<file path="config.mk">
export PLATFORM = sky130hd
export DESIGN_NAME = vec_shift_unit
export DESIGN_NICKNAME = d
export VERILOG_FILES = /design/src/rtl/vshift_pkg.sv /design/src/rtl/vshift_count_decode.sv /design/src/rtl/vshift_lane.sv /design/src/rtl/vshift_out_reg.sv /design/src/rtl/vec_shift_unit.sv
export SDC_FILE = /design/constraint.sdc
export NUM_CORES = 1
export LEC_CHECK = 0
export ABC_AREA = 1
export BUFFER_PORTS_ARGS = -buffer_cell sky130_fd_sc_hd__buf_2
export CORE_MARGIN = 8
export CORE_UTILIZATION = 40
export CTS_BUF_LIST = sky130_fd_sc_hd__clkbuf_4
export DETAILED_ROUTE_END_ITERATION = 16
export GPL_ROUTABILITY_DRIVEN = 0
export HOLD_SLACK_MARGIN = 0.06
export SYNTH_ARGS = -nofsm -noshare
export SYNTH_HDL_FRONTEND = slang
export SYNTH_HIERARCHICAL = 1
export SYNTH_SLANG_ARGS = --single-unit
</file>
<file path="constraint.sdc">
create_clock -name clk -period 5.4 [get_ports clk]
set_clock_uncertainty 0.2 [all_clocks]
set_input_delay 0.54 -clock clk [delete_from_list [all_inputs] [get_ports clk]]
set_output_delay 0.54 -clock clk [all_outputs]
set_load 0.01 [all_outputs]
</file>
<file path="src/rtl/vshift_pkg.sv">
package vshift_pkg;

   typedef enum logic [1:0] {
      OP_SHL  = 2'b00,
      OP_SRA  = 2'b01,
      OP_SRL  = 2'b10,
      OP_PASS = 2'b11
   } shift_op_e;

   typedef enum logic {
      CNT_MASKED = 1'b0,
      CNT_FULL   = 1'b1
   } cnt_mode_e;

   // Shifter variants selectable per instance
   localparam int unsigned STYLE_LOG_STAGES = 0;
   localparam int unsigned STYLE_OPERATOR   = 1;

endpackage

</file>
<file path="src/rtl/vshift_count_decode.sv">
module vshift_count_decode #(
   parameter int unsigned DATA_W = 32,
   localparam int unsigned CNT_W = $clog2(DATA_W)
) (
   input  logic [DATA_W-1:0] cnt_raw,
   input  logic              full_mode,
   output logic [CNT_W-1:0]  cnt_eff,
   output logic              cnt_sat
);

   logic upper_set;

   // Any bit above the in-range field marks an out-of-range count
   assign upper_set = |cnt_raw[DATA_W-1:CNT_W];
   assign cnt_eff   = cnt_raw[CNT_W-1:0];
   assign cnt_sat   = full_mode & upper_set;

endmodule

</file>
<file path="src/rtl/vshift_lane.sv">
module vshift_lane
   import vshift_pkg::*;
#(
   parameter int unsigned DATA_W = 32,
   parameter int unsigned STYLE  = STYLE_LOG_STAGES,
   localparam int unsigned CNT_W = $clog2(DATA_W)
) (
   input  logic [DATA_W-1:0] val,
   input  logic [CNT_W-1:0]  amt,
   input  logic              sat,
   input  shift_op_e         op,
   output logic [DATA_W-1:0] res
);

   logic              go_right;
   logic              fill_bit;
   logic [DATA_W-1:0] shifted;

   assign go_right = (op == OP_SRA) || (op == OP_SRL);
   assign fill_bit = (op == OP_SRA) & val[DATA_W-1];

   generate
      if (STYLE == STYLE_LOG_STAGES) begin : g_log
         logic [CNT_W:0][DATA_W-1:0] stage;
         assign stage[0] = val;
         for (genvar k = 0; k < CNT_W; k++) begin : g_stage
            localparam int unsigned S = 1 << k;
            logic [DATA_W-1:0] to_left;
            logic [DATA_W-1:0] to_right;
            assign to_left  = {stage[k][DATA_W-1-S:0], {S{1'b0}}};
            assign to_right = {{S{fill_bit}}, stage[k][DATA_W-1:S]};
            assign stage[k+1] = !amt[k]  ? stage[k] :
                                go_right ? to_right : to_left;
         end
         assign shifted = stage[CNT_W];
      end else if (STYLE == STYLE_OPERATOR) begin : g_op
         logic signed [DATA_W-1:0] sval;
         assign sval = val;
         always_comb begin
            if (op == OP_SRA)      shifted = sval >>> amt;
            else if (op == OP_SRL) shifted = val >> amt;
            else                   shifted = val << amt;
         end
      end else begin : g_bad
         $error("vshift_lane: unknown STYLE %0d", STYLE);
         assign shifted = val;
      end
   endgenerate

   always_comb begin
      if (op == OP_PASS) res = val;
      else if (sat)      res = {DATA_W{fill_bit}};
      else               res = shifted;
   end

endmodule

</file>
<file path="src/rtl/vshift_out_reg.sv">
module vshift_out_reg #(
   parameter int unsigned WIDTH = 128
) (
   input  logic             clk,
   input  logic             rst,
   input  logic             up_valid,
   output logic             up_ready,
   input  logic [WIDTH-1:0] up_data,
   output logic             dn_valid,
   input  logic             dn_ready,
   output logic [WIDTH-1:0] dn_data
);

   logic take;

   assign up_ready = !dn_valid || dn_ready;
   assign take     = up_valid && up_ready;

   always_ff @(posedge clk) begin
      if (rst) begin
         dn_valid <= 1'b0;
         dn_data  <= '0;
      end else begin
         if (take) begin
            dn_valid <= 1'b1;
            dn_data  <= up_data;
         end else if (dn_ready) begin
            dn_valid <= 1'b0;
         end
      end
   end

endmodule

</file>
<file path="src/rtl/vec_shift_unit.sv">
module vec_shift_unit
   import vshift_pkg::*;
#(
   parameter int unsigned LANES  = 4,
   parameter int unsigned DATA_W = 32,
   parameter int unsigned STYLE  = STYLE_LOG_STAGES,
   localparam int unsigned CNT_W = $clog2(DATA_W),
   localparam int unsigned VEC_W = LANES * DATA_W
) (
   input  logic             clk,
   input  logic             rst,
   input  logic             in_valid,
   output logic             in_ready,
   input  logic [1:0]       in_op,
   input  logic             in_mode,
   input  logic [VEC_W-1:0] in_a,
   input  logic [VEC_W-1:0] in_b,
   output logic             out_valid,
   input  logic             out_ready,
   output logic [VEC_W-1:0] out_data
);

   generate
      if (DATA_W < 2 || (DATA_W & (DATA_W - 1)) != 0) begin : g_chk_w
         $error("vec_shift_unit: DATA_W must be a power of two >= 2");
      end
      if (LANES < 1) begin : g_chk_l
         $error("vec_shift_unit: LANES must be at least 1");
      end
   endgenerate

   shift_op_e        op_sel;
   logic [VEC_W-1:0] lane_res;

   assign op_sel = shift_op_e'(in_op);

   // The mode enters the combinational result, so it is captured
   // together with the operation when the result is registered.
   generate
      for (genvar i = 0; i < LANES; i++) begin : g_lane
         logic [CNT_W-1:0] amt;
         logic             sat;

         vshift_count_decode #(.DATA_W(DATA_W)) u_dec (
            .cnt_raw  (in_b[i*DATA_W +: DATA_W]),
            .full_mode(in_mode),
            .cnt_eff  (amt),
            .cnt_sat  (sat)
         );

         vshift_lane #(.DATA_W(DATA_W), .STYLE(STYLE)) u_lane (
            .val(in_a[i*DATA_W +: DATA_W]),
            .amt(amt),
            .sat(sat),
            .op (op_sel),
            .res(lane_res[i*DATA_W +: DATA_W])
         );
      end
   endgenerate

   vshift_out_reg #(.WIDTH(VEC_W)) u_oreg (
      .clk     (clk),
      .rst     (rst),
      .up_valid(in_valid),
      .up_ready(in_ready),
      .up_data (lane_res),
      .dn_valid(out_valid),
      .dn_ready(out_ready),
      .dn_data (out_data)
   );

endmodule

</file>
==> Yosys cells after proc, flatten, opt, wreduce, memory -nomap -nowiden <==
Cells that the tools add are included.
{ "word_totals": {"output_inout_bits": 130, "regBits": 129, "in_bits": 263, "word_cells": 72} }
{ "op_classes": {"reduce_logical": 9, "n_bitwise": 8, "eq_ne": 3, "muxes": 50} }
{ "ops": {"columns": ["operator", "count"], "rows": [
  ["two-way mux 32 bit", 48],
  ["OR reduction 27 bit", 4],
  ["AND 1 bit", 8],
  ["equality test 2 bit (second input constant)", 2],
  ["equality test 2 x 1 -> 1 bit (second input constant)", 1],
  ["logical OR 1 bit", 2],
  ["two-way mux 1 bit", 2],
  ["nonzero test 2 bit", 1],
  ["logical AND 1 bit", 1],
  ["logical NOT 1 bit", 1]
]} }

==> Depth between registers and ports, before layout <==
{ "depth": {"ltp_word": 14, "depth_mapped": 22, "ltp_nobuf": 21} }

==> By module <==
The synthesis kept the hierarchy.
{ "modules_own_cells": {"columns": ["module", "n_inst", "area_each_um2", "cells_per_inst", "seq_area_each_um2"], "rows": [
  ["vshift_lane", 4, 3824.9, 848, 0.0],
  ["vshift_out_reg", 1, 5926.9, 845, 2582.5],
  ["vshift_count_decode", 4, 151.4, 32, 0.0]
]} }

==> Worst setup path after synthesis <==
No wires, ideal clock.
{ "synth_path": {"kind": "in2reg", "from": "input in_op[1]", "to": "register u_oreg.dn_data[25]", "slack_ps": 2870, "t_required_ps": 5085, "t_arrival_ps": 2215, "stages": 21, "setup_ps": 115, "cell_sequence": "inv_1 ha_1 buf_6 nand2_2 clkinv_2 buf_6 buf_8 nand2_2 nand3_2 nand2_1 nand3_1 nand2_1 nand3_2 nand2_1 nand2_1 nand2_1 a21oi_1 inv_1 nand3_1 nand2_1 nor2_1"} }
{ "synth_via": {"elab_chain_len": 14, "word_cells_on_any_way": 17, "classes_between": "eq/ne: 3; mux: 12; bitwise: 1; reduce/logical: 1"} }
{ "synth_lines": {"columns": ["item", "line", "rtl"], "rows": [
  ["start: declaration", "vec_shift_unit.sv:14", "input logic [1:0] in_op,"],
  ["equality test 2 x 1 -> 1 bit / equality test 2 bit (equally long branches)", "vshift_lane.sv:19, vshift_lane.sv:20", null],
  ["logical OR 1 bit", "vshift_lane.sv:19", "assign go_right = (op == OP_SRA) || (op == OP_SRL);"],
  ["two-way mux 32 bit", "vshift_lane.sv:33", "go_right ? to_right : to_left;"],
  ["two-way mux 32 bit", "vshift_lane.sv:32", "assign stage[k+1] = !amt[k] ? stage[k] :"],
  ["two-way mux 32 bit", "vshift_lane.sv:33", null],
  ["two-way mux 32 bit", "vshift_lane.sv:32", null],
  ["two-way mux 32 bit", "vshift_lane.sv:33", null],
  ["two-way mux 32 bit", "vshift_lane.sv:32", null],
  ["two-way mux 32 bit", "vshift_lane.sv:33", null],
  ["two-way mux 32 bit", "vshift_lane.sv:32", null],
  ["two-way mux 32 bit", "vshift_lane.sv:33", null],
  ["two-way mux 32 bit", "vshift_lane.sv:32", null],
  ["two-way mux 32 bit", "vshift_lane.sv:52", "else if (sat) res = {DATA_W{fill_bit}};"],
  ["two-way mux 32 bit *", "vshift_lane.sv:51", "if (op == OP_PASS) res = val;"],
  ["via lane_res[25]", "vec_shift_unit.sv:33", "logic [VEC_W-1:0] lane_res;"],
  ["end signal: assignment", "vshift_out_reg.sv:26", "dn_data <= up_data;"],
  ["end: declaration", "vshift_out_reg.sv:11", "output logic [WIDTH-1:0] dn_data"]
]} }
The timed path passes the listed nets; every way through them passes the cells marked *.
A chain may end at the register's enable or synchronous reset.

==> Worst setup path after layout <==
{ "layout_path": {"from": "input in_op[1]", "to": "register u_oreg.dn_data[16]"} }
The elaborated chain is that of the path after synthesis.

==> results_dict.tcl <==
set metrics [dict create \
    grt_pass1_vias 26283 \
    pin_count 393 \
    power_leakage_uw 0.0139 \
    ant_nets 0 \
    fin_nets 4870 \
    tightest_slew_ns 1.14 \
    power.density_nw_per_um2 183 \
    synth_nets 4636 \
    min_period_ns 3.58 \
    worstHoldPathCells 7 \
    cts_tree "yes" \
    hold_path.startpoint "in_a[18]" \
    vias 28994 \
    rsz0062_at_grt "no" \
    busiest_layer "met2" \
    yosys_warnings 6 \
    slew_headroom_pct 24.1 \
    hold_violations 0 \
    cts_buffer_depth 2 \
    syn_avg_cell_area_um2 5.00 \
    min_path_type "input port to flop" \
    dr.pass1.iters 6 \
    grt_first_pass_wirelength_mm 145 \
    cts_resized 0 \
    wl_mm 91.9 \
    status "completed" \
    path_clk_slew_ns 0.11 \
    dp.cells 5196 \
    start_util_pct 40.5 \
    grt_max_degree 134 \
    setup-violations-final 0 \
    synthCells 4365 \
    postCtsSetupBuffers 0 \
    r2r_cells 5 \
    instances_no_fill 5310 \
    multiInputGateArea_um2 15900 \
    std_cell_rows 85 \
    hpwl_mm 67.7 \
    vias_per_cell 5.46 \
    syn_to_final_growth_pct 10.8 \
    crit_type "input port to flop" \
    cts.sinks 129 \
    reg2reg_from "u_oreg/dn_valid" \
    layout_common_cells "nand2_1 (2,016), nand3_1 (600), buf_2 (391)" \
    use_met2_pct 42.9 \
    clk_latency_ns 0.65 \
    fin_tns_setup_ns 0 \
    path_max_fanout 35 \
    avgRoutedWirePerCell_um 17.3 \
    grtUsageMet3_pct 6.30 \
    num-fill-cells 6206 \
    end_kind "flop" \
    final-max-slew-violation-count 0 \
    crit_arrival_ns 3.93 \
    first_iter_violations 3811 \
    track_usage_pct 28.2 \
    use_met1_pct 37.5 \
    period_share_pct 66.3 \
    die_w_um 250 \
    regArea_um2 2580 \
    drcViolationCount 0 \
    worstSetupStartpointType "input port" \
    drive_above_1_share_pct 15.0 \
    crit_path_start "in_op[1]" \
    core_um2 53900 \
    worstPathRequired_ns 5.75 \
    yosys_register_bits 129 \
    whs_ns 0.227 \
    fmax_mhz 279 \
    placed_area_um2 23100 \
    cts-root-buf "clkbuf_4" \
    gr-total-overflow 0 \
    hold_end "u_oreg/dn_data[18]" \
    die_h_um 250 \
    r2r-end "u_oreg/dn_data[71]" \
    cts_buffers 17 \
    layout_commonest_cell "nand2_1" \
    hold_buffers 80 \
    rrSetupSlack_ns 3.22 \
    antenna_found_initial 2 \
    maxCapViolations 0 \
    stdcell_area_um2 24200 \
    ir_drop_mv 0.139 \
    htree_levels 4 \
    ys_seq_area_share_pct 11.8 \
    io_buffers 392 \
    yosysUniqueCellTypes 31 \
    syn-cell-area_um2 21800 \
    die-area_um2 62300 \
]
-- power by group --
part	switching [uW]	leakage, uW	internal, uW	total [uW]
Sequential	46.2	0.00107	1030	1080
Clock	473	0.000167	327	799
Combinational	1720	0.0126	823	2550
Total	2240	0.0139	2180	4430
-- metrics by stage --
stage | utilization (%) | power (uW) | setup slack [ns]
after CTS | 44.8 | 4420 | 2.09
after global placement | 42.8 | 3530 | 1.27
final | 44.8 | 4430 | 1.82
after detailed placement | 42.8 | 3540 | 1.27
after floorplan | - | 2900 | 2.87
after global routing | 44.8 | 4800 | 1.67
-- Yosys cell counts --
library cell | count | area (um^2)
nand2_1 | 2016 | 7570
nand3_1 | 600 | 3000
nor2_1 | 348 | 1310
inv_1 | 310 | 1160
a21oi_1 | 301 | 1510
buf_2 | 163 | 816
dfxtp_1 | 129 | 2580
nand3_2 | 100 | 1000
nand4_1 | 72 | 450
buf_6 | 61 | 687
nand2_2 | 48 | 300
o21ai_1 | 40 | 200
clkbuf_1 | 36 | 135
buf_4 | 35 | 263
inv_2 | 21 | 78.8
a21oi_2 | 12 | 105
or2_2 | 12 | 75.1
buf_1 | 8 | 30.0
ha_1 | 8 | 100
a21boi_0 | 4 | 30.0
a22oi_1 | 4 | 30.0
buf_12 | 4 | 80.1
buf_8 | 4 | 60.1
clkinv_1 | 4 | 15.0
clkinv_2 | 4 | 20.0
nor2_2 | 4 | 25.0
nor2_8 | 4 | 80.1
nor3_4 | 4 | 65.1
o21ai_0 | 4 | 20.0
or2_1 | 4 | 25.0
nand2_4 | 1 | 11.3
-- cells by family after synthesis --
| family | synth area share [%] |
|---|---|
| AOI/OAI and AO/OA | 8.67 |
| DFF | 11.8 |
| buffers and inverters | 15.3 |
| and+or+nand+nor | 63.7 |
| adders and majority gates | 0.458 |
-- flip-flops by register name (all words and copies together), names as in the netlist --
| name | cells |
|---|---|
| u_oreg/dn_data | 128 |
| u_oreg/dn_valid | 1 |
-- worst max path at each step --
| stage | slack (ns) | to | cells after the start |
|---|---|---|---|
| 6_report | 1.82 | u_oreg/dn_data[16] | 15 |
| 3_5_place_dp | 1.27 | u_oreg/dn_data[16] | 15 |
| 4_1_cts | 2.09 | u_oreg/dn_data[16] | 15 |
| 3_3_place_gp | 1.27 | u_oreg/dn_data[16] | 15 |
| 5_1_grt | 1.67 | u_oreg/dn_data[42] | 22 |
| 2_1_floorplan | 2.87 | u_oreg/dn_data[25] | 21 |
-- layer usage --
metal,part of all wire [%],wire (um),vias up
met5,0,0,-
met2,43,39500,1659
met4,4.3,3980,0
li1,-,-,14228
met1,42,38500,12872
met3,11,10000,235
-- final cells by class --
type / count / area share [%]
antenna: 2 / 0.0207
clock buffer: 17 / 0.528
clock inverter: 15 / 0.755
inverter: 339 / 5.29
multi-input combinational: 3586 / 65.8
sequential: 129 / 10.7
tap: 696 / 3.60
timing repair buffer: 526 / 13.3
-- worst max-delay path, cell delays in order --
cell	delay, ns
buf_2	0.33
inv_1	0.10
ha_2	0.63
inv_2	0.39
nand3_1	0.32
inv_1	0.11
nor2_1	0.48
buf_4	0.32
a21oi_1	0.08
o21ai_1	0.20
a21oi_1	0.12
inv_1	0.07
nand3_1	0.07
nand2_1	0.10
nor2_1	0.05
(Power assumes the default switching activity.)
